==> config.mk <==
export PLATFORM = sky130hd
export DESIGN_NAME = acc_cpu
export DESIGN_NICKNAME = d
export VERILOG_FILES = /design/src/rtl/acc_cpu_pkg.sv /design/src/rtl/acc_alu.sv /design/src/rtl/acc_skip_eval.sv /design/src/rtl/acc_cpu.sv
export SDC_FILE = /design/constraint.sdc
export NUM_CORES = 1
export LEC_CHECK = 0
export ABC_CLOCK_PERIOD_IN_PS = 7280
export BUFFER_PORTS_ARGS = -buffer_cell sky130_fd_sc_hd__buf_2
export CAP_MARGIN = 5
export CELL_PAD_IN_SITES_DETAIL_PLACEMENT = 0
export CELL_PAD_IN_SITES_GLOBAL_PLACEMENT = 2
export CORE_MARGIN = 3
export CORE_UTILIZATION = 38
export DETAILED_ROUTE_END_ITERATION = 7
export HOLD_SLACK_MARGIN = 0.05
export MAX_ROUTING_LAYER = met4
export PLACE_DENSITY = 0.84
export SYNTH_ARGS = -nofsm -noshare
export SYNTH_HDL_FRONTEND = slang
export SYNTH_SLANG_ARGS = --single-unit
==> constraint.sdc <==
create_clock -name clk -period 7.28 [get_ports clk]
set_input_delay 0.364 -clock clk [delete_from_list [all_inputs] [get_ports clk]]
set_output_delay 0.364 -clock clk [all_outputs]
set_load 0.05 [all_outputs]
==> src/rtl/acc_cpu_pkg.sv <==
package acc_cpu_pkg;

  localparam logic [3:0] OP_JNS   = 4'h0;
  localparam logic [3:0] OP_LOAD  = 4'h1;
  localparam logic [3:0] OP_STORE = 4'h2;
  localparam logic [3:0] OP_ADD   = 4'h3;
  localparam logic [3:0] OP_SUBT  = 4'h4;
  localparam logic [3:0] OP_INPUT = 4'h5;
  localparam logic [3:0] OP_OUTPT = 4'h6;
  localparam logic [3:0] OP_HALT  = 4'h7;
  localparam logic [3:0] OP_SKIP  = 4'h8;
  localparam logic [3:0] OP_JUMP  = 4'h9;
  localparam logic [3:0] OP_CLEAR = 4'hA;
  localparam logic [3:0] OP_ADDI  = 4'hB;
  localparam logic [3:0] OP_JUMPI = 4'hC;

  typedef enum logic [3:0] {
    ST_FA,     // address register <- program counter
    ST_FW,     // memory read in flight
    ST_FB,     // buffer <- memory
    ST_FI,     // instruction register <- buffer, program counter + 1
    ST_DEC,    // decode, address register <- address field
    ST_RA,     // operand read in flight
    ST_RB,     // buffer <- operand
    ST_EXE,    // execute with operand
    ST_WR,     // write strobe cycle
    ST_IN,     // wait for input byte
    ST_INX,    // accumulator <- input register
    ST_OUT,    // wait for output acceptance
    ST_END,    // end of instruction, interrupt check
    ST_HALT    // stopped
  } cpu_state_t;

endpackage

==> src/rtl/acc_alu.sv <==
module acc_alu #(
  parameter int W = 16
) (
  input  logic [W-1:0] a,
  input  logic [W-1:0] b,
  input  logic         sub,
  output logic [W-1:0] y
);
  always_comb begin
    if (sub) y = a - b;
    else     y = a + b;
  end
endmodule

==> src/rtl/acc_skip_eval.sv <==
module acc_skip_eval #(
  parameter int W = 16
) (
  input  logic [W-1:0] ac,
  input  logic [1:0]   sel,
  output logic         take
);
  logic neg, zero;
  always_comb begin
    neg  = ac[W-1];
    zero = (ac == '0);
    case (sel)
      2'b00:   take = neg;
      2'b01:   take = zero;
      2'b10:   take = !neg && !zero;
      default: take = 1'b0;
    endcase
  end
endmodule

==> src/rtl/acc_cpu.sv <==
module acc_cpu
  import acc_cpu_pkg::*;
#(
  parameter int          AW        = 12,
  parameter int          DW        = 16,
  parameter int          IOW       = 8,
  parameter logic [11:0] RESET_VEC = 12'h010
) (
  input  logic           clk,
  input  logic           rst,
  output logic [AW-1:0]  mem_addr,
  output logic           mem_we,
  output logic [DW-1:0]  mem_wdata,
  input  logic [DW-1:0]  mem_rdata,
  input  logic           in_valid,
  input  logic [IOW-1:0] in_data,
  output logic           in_ready,
  output logic           out_valid,
  output logic [IOW-1:0] out_data,
  input  logic           out_ready,
  input  logic           irq,
  output logic           halt
);
  localparam int OPW = DW - AW;

  cpu_state_t     state;
  logic [AW-1:0]  pc, mar;
  logic [DW-1:0]  ir, mbr, ac;
  logic [IOW-1:0] inreg, outreg;
  logic           ie, ind, we_q, halt_q, oval_q;

  logic [OPW-1:0] op;
  logic [AW-1:0]  fld;
  logic [DW-1:0]  alu_y;
  logic           skip_take;

  assign op   = ir[DW-1:AW];
  assign fld  = ir[AW-1:0];

  acc_alu #(.W(DW)) u_alu (
    .a   (ac),
    .b   (mbr),
    .sub (op == OP_SUBT),
    .y   (alu_y)
  );

  acc_skip_eval #(.W(DW)) u_skip (
    .ac   (ac),
    .sel  (fld[AW-1:AW-2]),
    .take (skip_take)
  );

  always_ff @(posedge clk) begin
    if (rst) begin
      state  <= ST_FA;
      pc     <= RESET_VEC[AW-1:0];
      mar    <= '0;
      ir     <= '0;
      mbr    <= '0;
      ac     <= '0;
      inreg  <= '0;
      outreg <= '0;
      ie     <= 1'b1;
      ind    <= 1'b0;
      we_q   <= 1'b0;
      halt_q <= 1'b0;
      oval_q <= 1'b0;
    end else begin
      case (state)
        ST_FA: begin
          mar   <= pc;
          state <= ST_FW;
        end
        ST_FW: state <= ST_FB;
        ST_FB: begin
          mbr   <= mem_rdata;
          state <= ST_FI;
        end
        ST_FI: begin
          ir    <= mbr;
          pc    <= pc + 1'b1;
          state <= ST_DEC;
        end
        ST_DEC: begin
          mar <= fld;
          case (op)
            OP_LOAD, OP_ADD, OP_SUBT, OP_ADDI, OP_JUMPI: state <= ST_RA;
            OP_STORE: begin
              mbr   <= ac;
              we_q  <= 1'b1;
              state <= ST_WR;
            end
            OP_JNS: begin
              mbr   <= {{(DW-AW){1'b0}}, pc};
              we_q  <= 1'b1;
              pc    <= fld + 1'b1;
              state <= ST_WR;
            end
            OP_INPUT: state <= ST_IN;
            OP_OUTPT: begin
              outreg <= ac[IOW-1:0];
              oval_q <= 1'b1;
              state  <= ST_OUT;
            end
            OP_HALT: begin
              halt_q <= 1'b1;
              state  <= ST_HALT;
            end
            OP_SKIP: begin
              if (skip_take) pc <= pc + 1'b1;
              state <= ST_END;
            end
            OP_JUMP: begin
              pc    <= fld;
              state <= ST_END;
            end
            OP_CLEAR: begin
              ac    <= '0;
              state <= ST_END;
            end
            default: state <= ST_END;
          endcase
        end
        ST_RA: state <= ST_RB;
        ST_RB: begin
          mbr   <= mem_rdata;
          state <= ST_EXE;
        end
        ST_EXE: begin
          state <= ST_END;
          case (op)
            OP_LOAD:         ac <= mbr;
            OP_ADD, OP_SUBT: ac <= alu_y;
            OP_ADDI: begin
              if (!ind) begin
                mar   <= mbr[AW-1:0];
                ind   <= 1'b1;
                state <= ST_RA;
              end else begin
                ac  <= alu_y;
                ind <= 1'b0;
              end
            end
            OP_JUMPI: begin
              pc <= mbr[AW-1:0];
              if (fld == '0) ie <= 1'b1;
            end
            default: ;
          endcase
        end
        ST_WR: begin
          we_q  <= 1'b0;
          state <= ST_END;
        end
        ST_IN: begin
          if (in_valid) begin
            inreg <= in_data;
            state <= ST_INX;
          end
        end
        ST_INX: begin
          ac    <= {{(DW-IOW){1'b0}}, inreg};
          state <= ST_END;
        end
        ST_OUT: begin
          if (out_ready) begin
            oval_q <= 1'b0;
            state  <= ST_END;
          end
        end
        ST_END: begin
          if (irq && ie) begin
            mbr   <= {{(DW-AW){1'b0}}, pc};
            mar   <= '0;
            we_q  <= 1'b1;
            pc    <= {{(AW-1){1'b0}}, 1'b1};
            ie    <= 1'b0;
            state <= ST_WR;
          end else begin
            state <= ST_FA;
          end
        end
        ST_HALT: state <= ST_HALT;
        default: state <= ST_FA;
      endcase
    end
  end

  assign mem_addr  = mar;
  assign mem_we    = we_q;
  assign mem_wdata = mbr;
  assign in_ready  = (state == ST_IN);
  assign out_valid = oval_q;
  assign out_data  = outreg;
  assign halt      = halt_q;

endmodule

==> out/qor.yml, run 1 <==
timing:
  period_share: 0.513
  finalSetupTns_ps: 0
  setup_viol: 0
  rsz0062_at_grt: "false"
  fmax_ghz: 0.268
  hold_viol: 0
  hold_ws_ps: 242
  slew_headroom: 0.193
  clock_skew_ps: 13.6
  slew_violations: 0
  layout_min_cycle_time_ps: 3730
  tightest_slew_ps: 1200
flow_run:
  cap_violations: 0
routing:
  route.detailed.drc: 0
  first_pass_iters: 8
  first_iter_violations: 833
  vias_per_cell: 6.25
  antenna_left: 0
  route.detailed.wl_per_inst_microns: 21.1
  num_vias: 6629
  routed_wl_microns: 22400
synth:
  synth_nets: 878
  synthFlopType: "dfxtp_1"
  ys_ff_latch: 97
  synth.cell_area_sq_mm: 0.00641
  synth.distinct_cells: 74
  async_reset_ff_frac: 0
  syn_inst: 829
  synth_edf_count: 0
  synth_seq_area_share: 0.303
  synth.avg_cell_area_sq_um: 7.73
  yosysWarningCount: 0
clock_network:
  postCtsHoldBufs: 0
  path_clk_slew_ps: 70
  post_cts_buffers: 0
  cts_tree: "yes"
  numCtsBuffers: 9
  ctsResizeCount: 0
  clk_latency_ps: 360
  cts.sinks: 97
  h-tree-depth: 3
  clock-root-buffer: "clkbuf_16"
  cts_max_path_buffers: 2
cells_and_area:
  num-nets-final: 889
  drive_gt1_frac: 0.127
  num_antenna_cells: 0
  final_cells: 1061
  fillCellCount: 1642
  area_growth_pct: 10.6
  fin_util: 0.438
critical_path:
  critPathMaxFanout: 17
  worstSetupEndpointType: "register"
  crit_type: "reg2reg"
  cp.arrival_ps: 4000
  cpLargestDelayFamily: "simple AND/OR/NAND/NOR gates"
  crit_chain: "inv_2 -> nor4_1 -> a21oi_1 -> xnor2_1 -> ha_1 -> nand2_1 -> o21bai_1 -> a211o_1 -> and4_1 -> o21a_1 -> o32ai_1"
  critPathRequiredTime_ps: 7540
  crit_buf_inv: 1
  start_kind: "register"
  cpMaxStageDelayCell: "nor4_1"
  critPathMaxStageDelay_ps: 870
die:
  io_pins: 69
  core_sq_mm: 0.0162
  start_util: 0.396
  die_w_microns: 136
  dieHeight_microns: 136
  die_area_sq_mm: 0.0185
  rows: 46
power_and_ir_drop:
  p_leak_uw: 0.00258
  p_switching_uw: 1880
  vdd.ir_drop.worst_mv: 0.304
  p_sw_frac: 0.526
  combPwrFrac: 0.611
  cellPowerDensity_mw_per_mm2: 503
  pwr-share-seq: 0.256
  p_int_uw: 1690
  total_power_uw: 3570
  p_clk_frac: 0.133
global_routing:
  grt_remaining_overflow: 0
  grt_usage: 0.246
  antenna_found_initial: 0
  grt_pass1_wl_microns: 34500
  grt_pass1_vias: 5942
  grt_max_degree: 54
status:
  status: "complete, no violations"
worst_hold_path:
  hold_path.class: "in2reg"
placed_design:
  dp.cells: 1045
  hpwl_microns: 15800
  place.port_buffers: 68
  place_congestion: 0.907
-- metal layers --
metal | vias up | GRT usage | part of all wire
met3 | 30 | 0.0285 | 0.068
met5 | - | - | 0
met4 | 0 | 0.0812 | 0.022
met2 | 274 | 0.350 | 0.43
met1 | 3189 | 0.362 | 0.48
li1 | 3136 | - | -
-- final cells by class --
type	instances	area (sq um)	area share
multi-input combinational	638	4120	0.581
sequential	97	1940	0.274
timing repair buffer	78	415	0.0586
tap	216	270	0.0381
clock buffer	9	225	0.0318
clock inverter	7	60.1	0.00847
inverter	16	60.1	0.00847
-- worst paths after layout --
kind                            startpoint        end  slack (ps)  cells after the start
worst max-delay path                ir[14]     ac[14]        3550                     11
worst min-delay path            in_data[0]   inreg[0]         240                      3
worst max register to register      ir[14]     ac[14]        3550                     11
worst min register to register   out_valid  out_valid         490                      2
-- Yosys cell counts (all sizes together), types with 5 or more instances --
cell    number  area, sq um
a211oi      41          308
a21o         6         45.0
a21oi       61          309
a221oi       6         52.6
a222oi      24          240
a22oi       13         97.6
a311oi       8         70.1
a31oi       11         68.8
and2         7         46.3
and3         6         37.5
and4         5         43.8
buf         26          126
clkbuf      52          195
dfxtp       97         1940
ha          19          238
inv         16         60.1
mux2i       20          200
nand2       86          323
nand2b      10         62.6
nand3       15         75.1
nand4       10         62.6
nor2        91          342
nor2b       13         81.3
nor3        13         65.1
nor3b        5         37.5
nor4        11         68.8
o211ai       5         37.5
o21a         8         60.1
o21ai       39          195
o22ai        7         43.8
xnor2       18          158
xor2        14          123
-- cells by family after synthesis --
group / count (synthesis) / share of synthesized area
mux: 20 / 0.0312
xor+xnor: 32 / 0.0437
compound gates: 268 / 0.292
flops: 97 / 0.303
fa+ha+maj: 20 / 0.0402
buf+inv: 94 / 0.0595
simple gates: 298 / 0.230
-- power groups by stage --
stage                     sequential (uW)  combinational (uW)  clock, uW
final                                 914                2180        475
after global routing                  935                2400        500
after CTS                             909                2160        481
after detailed placement              922                2150          0
after global placement                915                2140          0
after floorplan                      1000                1570          0
-- flip-flops by register name (all words and copies together), names as in the netlist --
name,flops
ac,16
ir,16
mem_wdata,16
mem_addr,12
pc,12
inreg,8
out_data,8
state,4
halt,1
ie,1
ind,1
mem_we,1
out_valid,1
-- per-stage QoR --
step	setup slack [ps]	area, sq um
global placement	3820	6810
detailed placement	3640	6810
floorplan	4160	6410
CTS	3600	7090
finish	3550	7090
global route	3230	7090
-- worst register-to-register path: cells and delay by family, from the launching register on --
family / cells / cell delay [ps]
compound gates: 5 / 1150
flops: 1 / 630
xor+xnor: 1 / 190
simple gates: 3 / 1190
buf+inv: 1 / 100
fa+ha+maj: 1 / 400
-- placed cells by master, fill, tap and decap left out, types with 14 or more instances in the layout --
master / netlist / final
xor2_1: 14 / 14
xnor2_1: 18 / 18
a222oi_1: 24 / 24
a21oi_1: 60 / 60
nand2_1: 86 / 86
inv_1: 15 / 15
o21ai_0: 37 / 37
a211oi_1: 41 / 41
nand3_1: 15 / 15
mux2i_1: 20 / 20
buf_2: 20 / 68
dfxtp_1: 97 / 97
ha_1: 19 / 19
nor2_1: 91 / 91
No activity file was read; power rests on OpenSTA's default activity.
==> run 2: changes to the inputs <==
- ABC_CLOCK_PERIOD_IN_PS: 7280 -> 3300
- CORE_UTILIZATION: 38 -> 32
- PLACE_DENSITY: 0.84 -> 0.75
- clock period: 7.28 -> 3.3 ns (I/O delays scaled with it)
==> run 2 against run 1 <==
Final area increased by 5.1%. First-iteration DRC count fell by 0.84%. Clock-buffer cell count increased by 1. Worst setup slack worse by 3300 ps. Highest routed layer unchanged. Combinational power rose by 140%.
==> out/qor.yml, run 2 (synthesis results as in run 1) <==
cells_and_area:
  fin_util: 0.380  # -0.0580
  drive_gt1_frac: 0.152  # +0.0255
  area_growth_pct: 16.3
  layout_commonest_cell: "dfxtp_1"
  fillCellCount: 2039  # +24%
  num-nets-final: 918  # +3.3%
  most-common-layout-cells: "dfxtp_1, nor2_1, nand2_1"
  num_antenna_cells: 0  # unchanged
placed_design:
  hpwl_microns: 17400  # +9.8%
  place_congestion: 0.914  # +0.79%
  place.port_buffers: 68  # unchanged
global_routing:
  antenna_found_initial: 0  # unchanged
  grt_max_degree: 51  # -5.6%
  grt_pass1_vias: 6164  # +3.7%
  grt_usage: 0.218  # -0.0282
  grt_remaining_overflow: 0  # unchanged
  grt_pass1_wl_microns: 36500  # +5.6%
critical_path:
  cpMaxStageDelayCell: "or4b_4"
  crit_chain: "or4b_4 -> a21o_1 -> fa_1 -> nor2b_1 -> o21bai_1 -> a211o_1 -> and4_1 -> o21a_1 -> o32ai_1"
  cp.arrival_ps: 3330  # -670 ps
  critPathRequiredTime_ps: 3560  # -3980 ps
  crit_type: "reg2reg"
  critPathMaxFanout: 13  # -4
  start_kind: "register"
  critPathMaxStageDelay_ps: 630  # -240 ps
  worstSetupEndpointType: "register"
timing:
  rsz0062_at_grt: "false"
  hold_viol: 0  # unchanged
  finalSetupTns_ps: 0  # unchanged
  clock_skew_ps: 7.92  # -5.70 ps
  setup_viol: 0  # unchanged
  fmax_ghz: 0.326  # +22%
  hold_ws_ps: 55.7  # -187 ps
  tightest_slew_ps: 1150  # -51.8 ps
  slew_violations: 0  # unchanged
  period_share: 0.929  # +0.416
  slew_headroom: 0.232  # +0.0389
  layout_min_cycle_time_ps: 3060  # -669 ps
die:
  die_area_sq_mm: 0.0218  # +18%
  dieHeight_microns: 148  # +8.6%
  rows: 51  # +11%
  core_sq_mm: 0.0196  # +21%
  die_w_microns: 148  # +8.6%
  start_util: 0.327  # -0.0691
  io_pins: 69  # unchanged
power_and_ir_drop:
  total_power_uw: 8310  # +130%
  p_switching_uw: 4230  # +130%
  vdd.ir_drop.worst_mv: 0.529  # +74%
  p_leak_uw: 0.00276  # +6.8%
  p_sw_frac: 0.509  # -0.0175
  pwr-share-seq: 0.225  # -0.031
  combPwrFrac: 0.625  # +0.014
  p_clk_frac: 0.150  # +0.017
  p_int_uw: 4080  # +140%
  cellPowerDensity_mw_per_mm2: 1110  # +120%
clock_network:
  cts.sinks: 97  # unchanged
  numCtsBuffers: 9  # unchanged
  h-tree-depth: 3  # unchanged
  clock-root-buffer: "clkbuf_16"
  clk_latency_ps: 350  # about the same
  cts_tree: "yes"
  path_clk_slew_ps: 70  # about the same
  cts_max_path_buffers: 2  # unchanged
routing:
  antenna_left: 0  # unchanged
  first_iter_violations: 826  # -0.84%
  first_pass_iters: 5  # -3
  num_vias: 6602  # -0.41%
  vias_per_cell: 5.80  # -7.2%
  route.detailed.wl_per_inst_microns: 20.6  # -2.1%
  route.detailed.drc: 0  # unchanged
  routed_wl_microns: 23500  # +5.1%
status:
  status: "complete, no violations"
worst_hold_path:
  hold_path.class: "in2reg"
flow_run:
  cap_violations: 0  # unchanged
[run 2: final timing paths]
path,startpoint,endpoint,cells past startpoint,slack (ps)
hold / removal,in_data[5],inreg[5],3,60
setup / recovery,ir[15],ac[14],9,240
setup reg to reg,ir[15],ac[14],9,240
hold reg to reg,out_valid,out_valid,2,480
[run 2: final cells by class]
cell class	count	area [sq um]	area share
Multi-Input combinational cell	638	4130	0.554
Tap cell	265	332	0.0445
Inverter	16	60.1	0.00806
Timing Repair Buffer	107	646	0.0866
Clock buffer	10	229	0.0307
Sequential cell	97	1940	0.261
Clock inverter	6	113	0.0151
[run 2: worst max-delay path: cells and delay by family, from the launching register on]
kind                       cells  cell delay (ps)
adders and majority gates      1              430
AOI/OAI and AO/OA              5             1190
and+or+nand+nor                3             1030
DFF                            1              310
[run 2: what timing repair did]
action / CTS / global route
endpoints found under the hold margin: 5 / 0
endpoints found under the setup margin: 0 / 3
resized for setup: 0 / 3
buffers inserted: 0 / 0
hold buffers: 5 / 0
[run 2: power by group through the flow]
stage	combinational [uW]	sequential (uW)	clock, uW
2_1_floorplan	3460	2210	0
3_3_place_gp	5100	1880	0
3_5_place_dp	5120	1890	0
4_1_cts	5150	1860	1270
5_1_grt	5670	1920	1310
6_report	5200	1870	1240
[run 2: metal layers]
metal | GRT usage | up-vias | routed length (microns)
met5 | - | - | 0
met4 | 0.0680 | 0 | 534
met3 | 0.0331 | 27 | 1400
met2 | 0.310 | 237 | 9950
met1 | 0.318 | 3152 | 11600
li1 | - | 3186 | -
[run 2: through the flow]
stage / setup WS [ps] / std cells / area (sq um)
floorplan: 180 / 829 / 6410
global placement: 125 / 1118 / 7050
detailed placement: 243 / 1118 / 7050
CTS: 210 / 1139 / 7440
global route: 67.9 / 1139 / 7450
finish: 235 / 1139 / 7450
==> run 3: changes to the inputs <==
- ABC_AREA: not set -> 1
- CORE_UTILIZATION: 32 -> 29
==> run 3 against run 2 <==
Final area increased by 2.7%. Final cell count is 27% higher. Sequential share of layout area fell by 0.69 points. Register-to-register slack gained 180 ps. Via count increased by 12%. Clock-buffer cell count up 1. Sequential power down 2%. Critical path depth up 10. Hold slack better by 22 ps. Synthesized cell count grew 33%. Global-route usage is 1.1 points higher. Non-clock buffer count fell by 20. Critical path type unchanged. Largest power group unchanged.
==> out/qor.yml, run 3 <==
routing:
  vias_per_cell: 5.11  # -12%
  antenna_left: 0  # unchanged
  first_pass_iters: 6  # +1
  route.detailed.drc: 0  # unchanged
  num_vias: 7414  # +12%
  route.detailed.wl_per_inst_microns: 19.0  # -8.0%
  routed_wl_microns: 27500  # +17%
  first_iter_violations: 566  # -31%
cells_and_area:
  layout_commonest_cell: "nand2_1"
  num-nets-final: 1214  # +32%
  most-common-layout-cells: "nand2_1, nor2_1, inv_1"
  drive_gt1_frac: 0.112  # -0.0402
  area_growth_pct: 14.5
  num_antenna_cells: 0  # unchanged
critical_path:
  cp.arrival_ps: 3180  # -150 ps
  cp_common_cell: "nand2_1"
  crit_chain: "inv_1 -> ha_1 -> nand3_1 -> nor2_1 -> nand3_1 -> nor2_1 -> nand2_1 -> nand2_1 -> nand2_1 -> xnor2_1 -> ha_1 -> nand2_1 -> nor2_1 -> nand3_1 -> nand2_1 -> nand2_1 -> nand3_1 -> nand2_1 -> a21oi_1"
  critPathRequiredTime_ps: 3590  # +30 ps
  worstSetupEndpointType: "register"
  start_kind: "register"
  r2r-end: "ac[14]"
  critPathMaxFanout: 7  # -6
  r2r_start: "mem_wdata[0]"
  critPathMaxStageDelay_ps: 420  # -210 ps
  reg2reg_slack_ps: 410  # +180 ps
  cpLargestDelayFamily: "simple AND/OR/NAND/NOR gates"
  r2r_cells: 19  # +10
  crit_buf_inv: 1  # +1
  cpMaxStageDelayCell: "ha_1"
  crit_type: "reg2reg"
placed_design:
  place_ws_ps: 451  # +208 ps
  place_congestion: 0.896  # -2.0%
  place.port_buffers: 68  # unchanged
  hpwl_microns: 21400  # +23%
power_and_ir_drop:
  p_int_uw: 3750  # -8.1%
  combPwrFrac: 0.648  # +0.023
  vdd.ir_drop.worst_mv: 0.443  # -16%
  pwr-share-seq: 0.216  # -0.009
  p_sw_frac: 0.557  # +0.0480
  p_clk_frac: 0.136  # -0.014
  cellPowerDensity_mw_per_mm2: 1110  # -0.81%
  p_leak_uw: 0.00346  # +25%
  p_switching_uw: 4720  # +11%
synth:
  async_reset_ff_frac: 0  # unchanged
  synth_edf_count: 0  # unchanged
  synth.most_common_cell: "nand2_1"
  synth_common_cells: "nand2_1, nor2_1, inv_1"
  yosysWarningCount: 0  # unchanged
  synth_seq_area_share: 0.290  # -0.0125
  synth.cell_area_sq_mm: 0.00669  # +4.3%
  synthFlopType: "dfxtp_1"
  synth_nets: 1154  # +31%
  synth_top_area_share: 0.290  # -0.0125
  netlist_top_cells_area: "dfxtp_1, nand2_1, a21oi_1, o21ai_0, nor2_1"
  synth_top_cell_by_area: "dfxtp_1"
  synth.avg_cell_area_sq_um: 6.05  # -22%
  syn_inst: 1105  # +33%
  synth.distinct_cells: 41  # -45%
  ys_ff_latch: 97  # unchanged
die:
  core_sq_mm: 0.0222  # +13%
  start_util: 0.301  # -0.0264
  die_w_microns: 158  # +7.0%
  die_area_sq_mm: 0.0249  # +14%
  rows: 54  # +5.9%
  dieHeight_microns: 158  # +7.0%
  io_pins: 69  # unchanged
timing:
  period_share: 0.875  # -0.0532
  tightest_slew_ps: 1040  # -111 ps
  clock_skew_ps: 11.1  # +3.17 ps
  layout_min_cycle_time_ps: 2890  # -176 ps
  finalSetupTns_ps: 0  # unchanged
  worst_slack_ps: 411  # +176 ps
  slew_violations: 0  # unchanged
  hold_viol: 0  # unchanged
  setup_viol: 0  # unchanged
  slew_headroom: 0.306  # +0.0738
  rsz0062_at_grt: "false"
  fmax_ghz: 0.346  # +6.1%
global_routing:
  antenna_found_initial: 0  # unchanged
  grt_remaining_overflow: 0  # unchanged
  grt_pass1_wl_microns: 42100  # +16%
  grt_usage: 0.229  # +0.0111
  grt_pass1_vias: 7032  # +14%
  grt_max_degree: 66  # +29%
flow_run:
  cap_violations: 0  # unchanged
worst_hold_path:
  min-delay-start: "out_ready"
  holdPathStages: 4  # +1
  hold_path.class: "in2reg"
  holdPathEnd: "out_valid"
clock_network:
  post_cts_buffers: 0  # unchanged
  cts_tree: "yes"
  numCtsBuffers: 9  # unchanged
  clk_latency_ps: 360  # about the same
  path_clk_slew_ps: 80  # about the same
  cts.sinks: 97  # unchanged
  cts_max_path_buffers: 2  # unchanged
  ctsResizeCount: 0  # unchanged
  h-tree-depth: 3  # unchanged
  postCtsHoldBufs: 0  # -5
  clock-root-buffer: "clkbuf_16"
status:
  status: "complete, no violations"
## run 3: cell types whose count changed after synthesis, moves of 47 or more
cell	change
nor2_1	+47
o21ai_0	+73
nand2_1	+174
inv_1	+107
nand3_1	+59
a21oi_1	+60
## run 3: cell families after synthesis
| kind of cell | count (synthesis) | synth area share |
|---|---|---|
| AO/OA/AOI/OAI | 281 | 0.222 |
| XOR/XNOR | 20 | 0.0262 |
| adder cells (fa/ha/maj) | 20 | 0.0385 |
| buffers and inverters | 177 | 0.105 |
| flip-flops | 97 | 0.290 |
| AND/OR/NAND/NOR | 510 | 0.318 |
## run 3: metal layers
metal	GRT usage	wire, microns
met3	0.0191	1180
met5	-	0
met2	0.356	12300
met1	0.326	13700
met4	0.0496	367
## run 3: power by group through the flow
stage	combinational [uW]	sequential, uW	clock (uW)
floorplan	3640	2160	0
global placement	5520	1860	0
detailed placement	5460	1850	0
CTS	5490	1830	1170
global route	6190	1860	1210
finish	5480	1830	1150
## run 3: worst reg2reg max path: stages (launching register included)
cell,delay (ps)
dfxtp_1,360
inv_1,150
ha_1,190
nand3_1,120
nor2_1,150
nand3_1,120
nor2_1,100
nand2_1,70
nand2_1,90
nand2_1,80
xnor2_1,140
ha_1,420
nand2_1,110
nor2_1,190
nand3_1,160
nand2_1,100
nand2_1,50
nand3_1,60
nand2_1,50
a21oi_1,110
## run 3: cell type report
| cell class | instances | area [sq um] |
|---|---|---|
| tap | 280 | 350 |
| multi-input combinational | 831 | 4040 |
| sequential | 97 | 1940 |
| fill | 2565 | 14600 |
| clock buffer | 11 | 243 |
| clock inverter | 5 | 62.6 |
| timing repair buffer | 87 | 495 |
| inverter | 139 | 522 |
## run 3: worst max path at each step
stage          slack, ps  endpoint  cells past startpoint          from
2_1_floorplan        500    ac[15]                     20  mem_wdata[0]
3_3_place_gp         390    ac[14]                     18  mem_wdata[0]
3_5_place_dp         450    ac[14]                     18  mem_wdata[0]
4_1_cts              440    ac[14]                     18  mem_wdata[0]
5_1_grt               30    ac[14]                     19  mem_wdata[0]
6_report             410    ac[14]                     19  mem_wdata[0]
## run 3: through the flow
step	instance area [sq um]	utilization	power [uW]	cells	hold WS [ps]
after detailed placement	7350	0.331	7310	1434	447
after CTS	7660	0.344	8490	1450	68.5
after floorplan	6690	-	5800	1105	243
final	7660	0.344	8470	1450	77.4
after global placement	7350	0.331	7370	1434	438
after global routing	7660	0.344	9270	1450	87.2
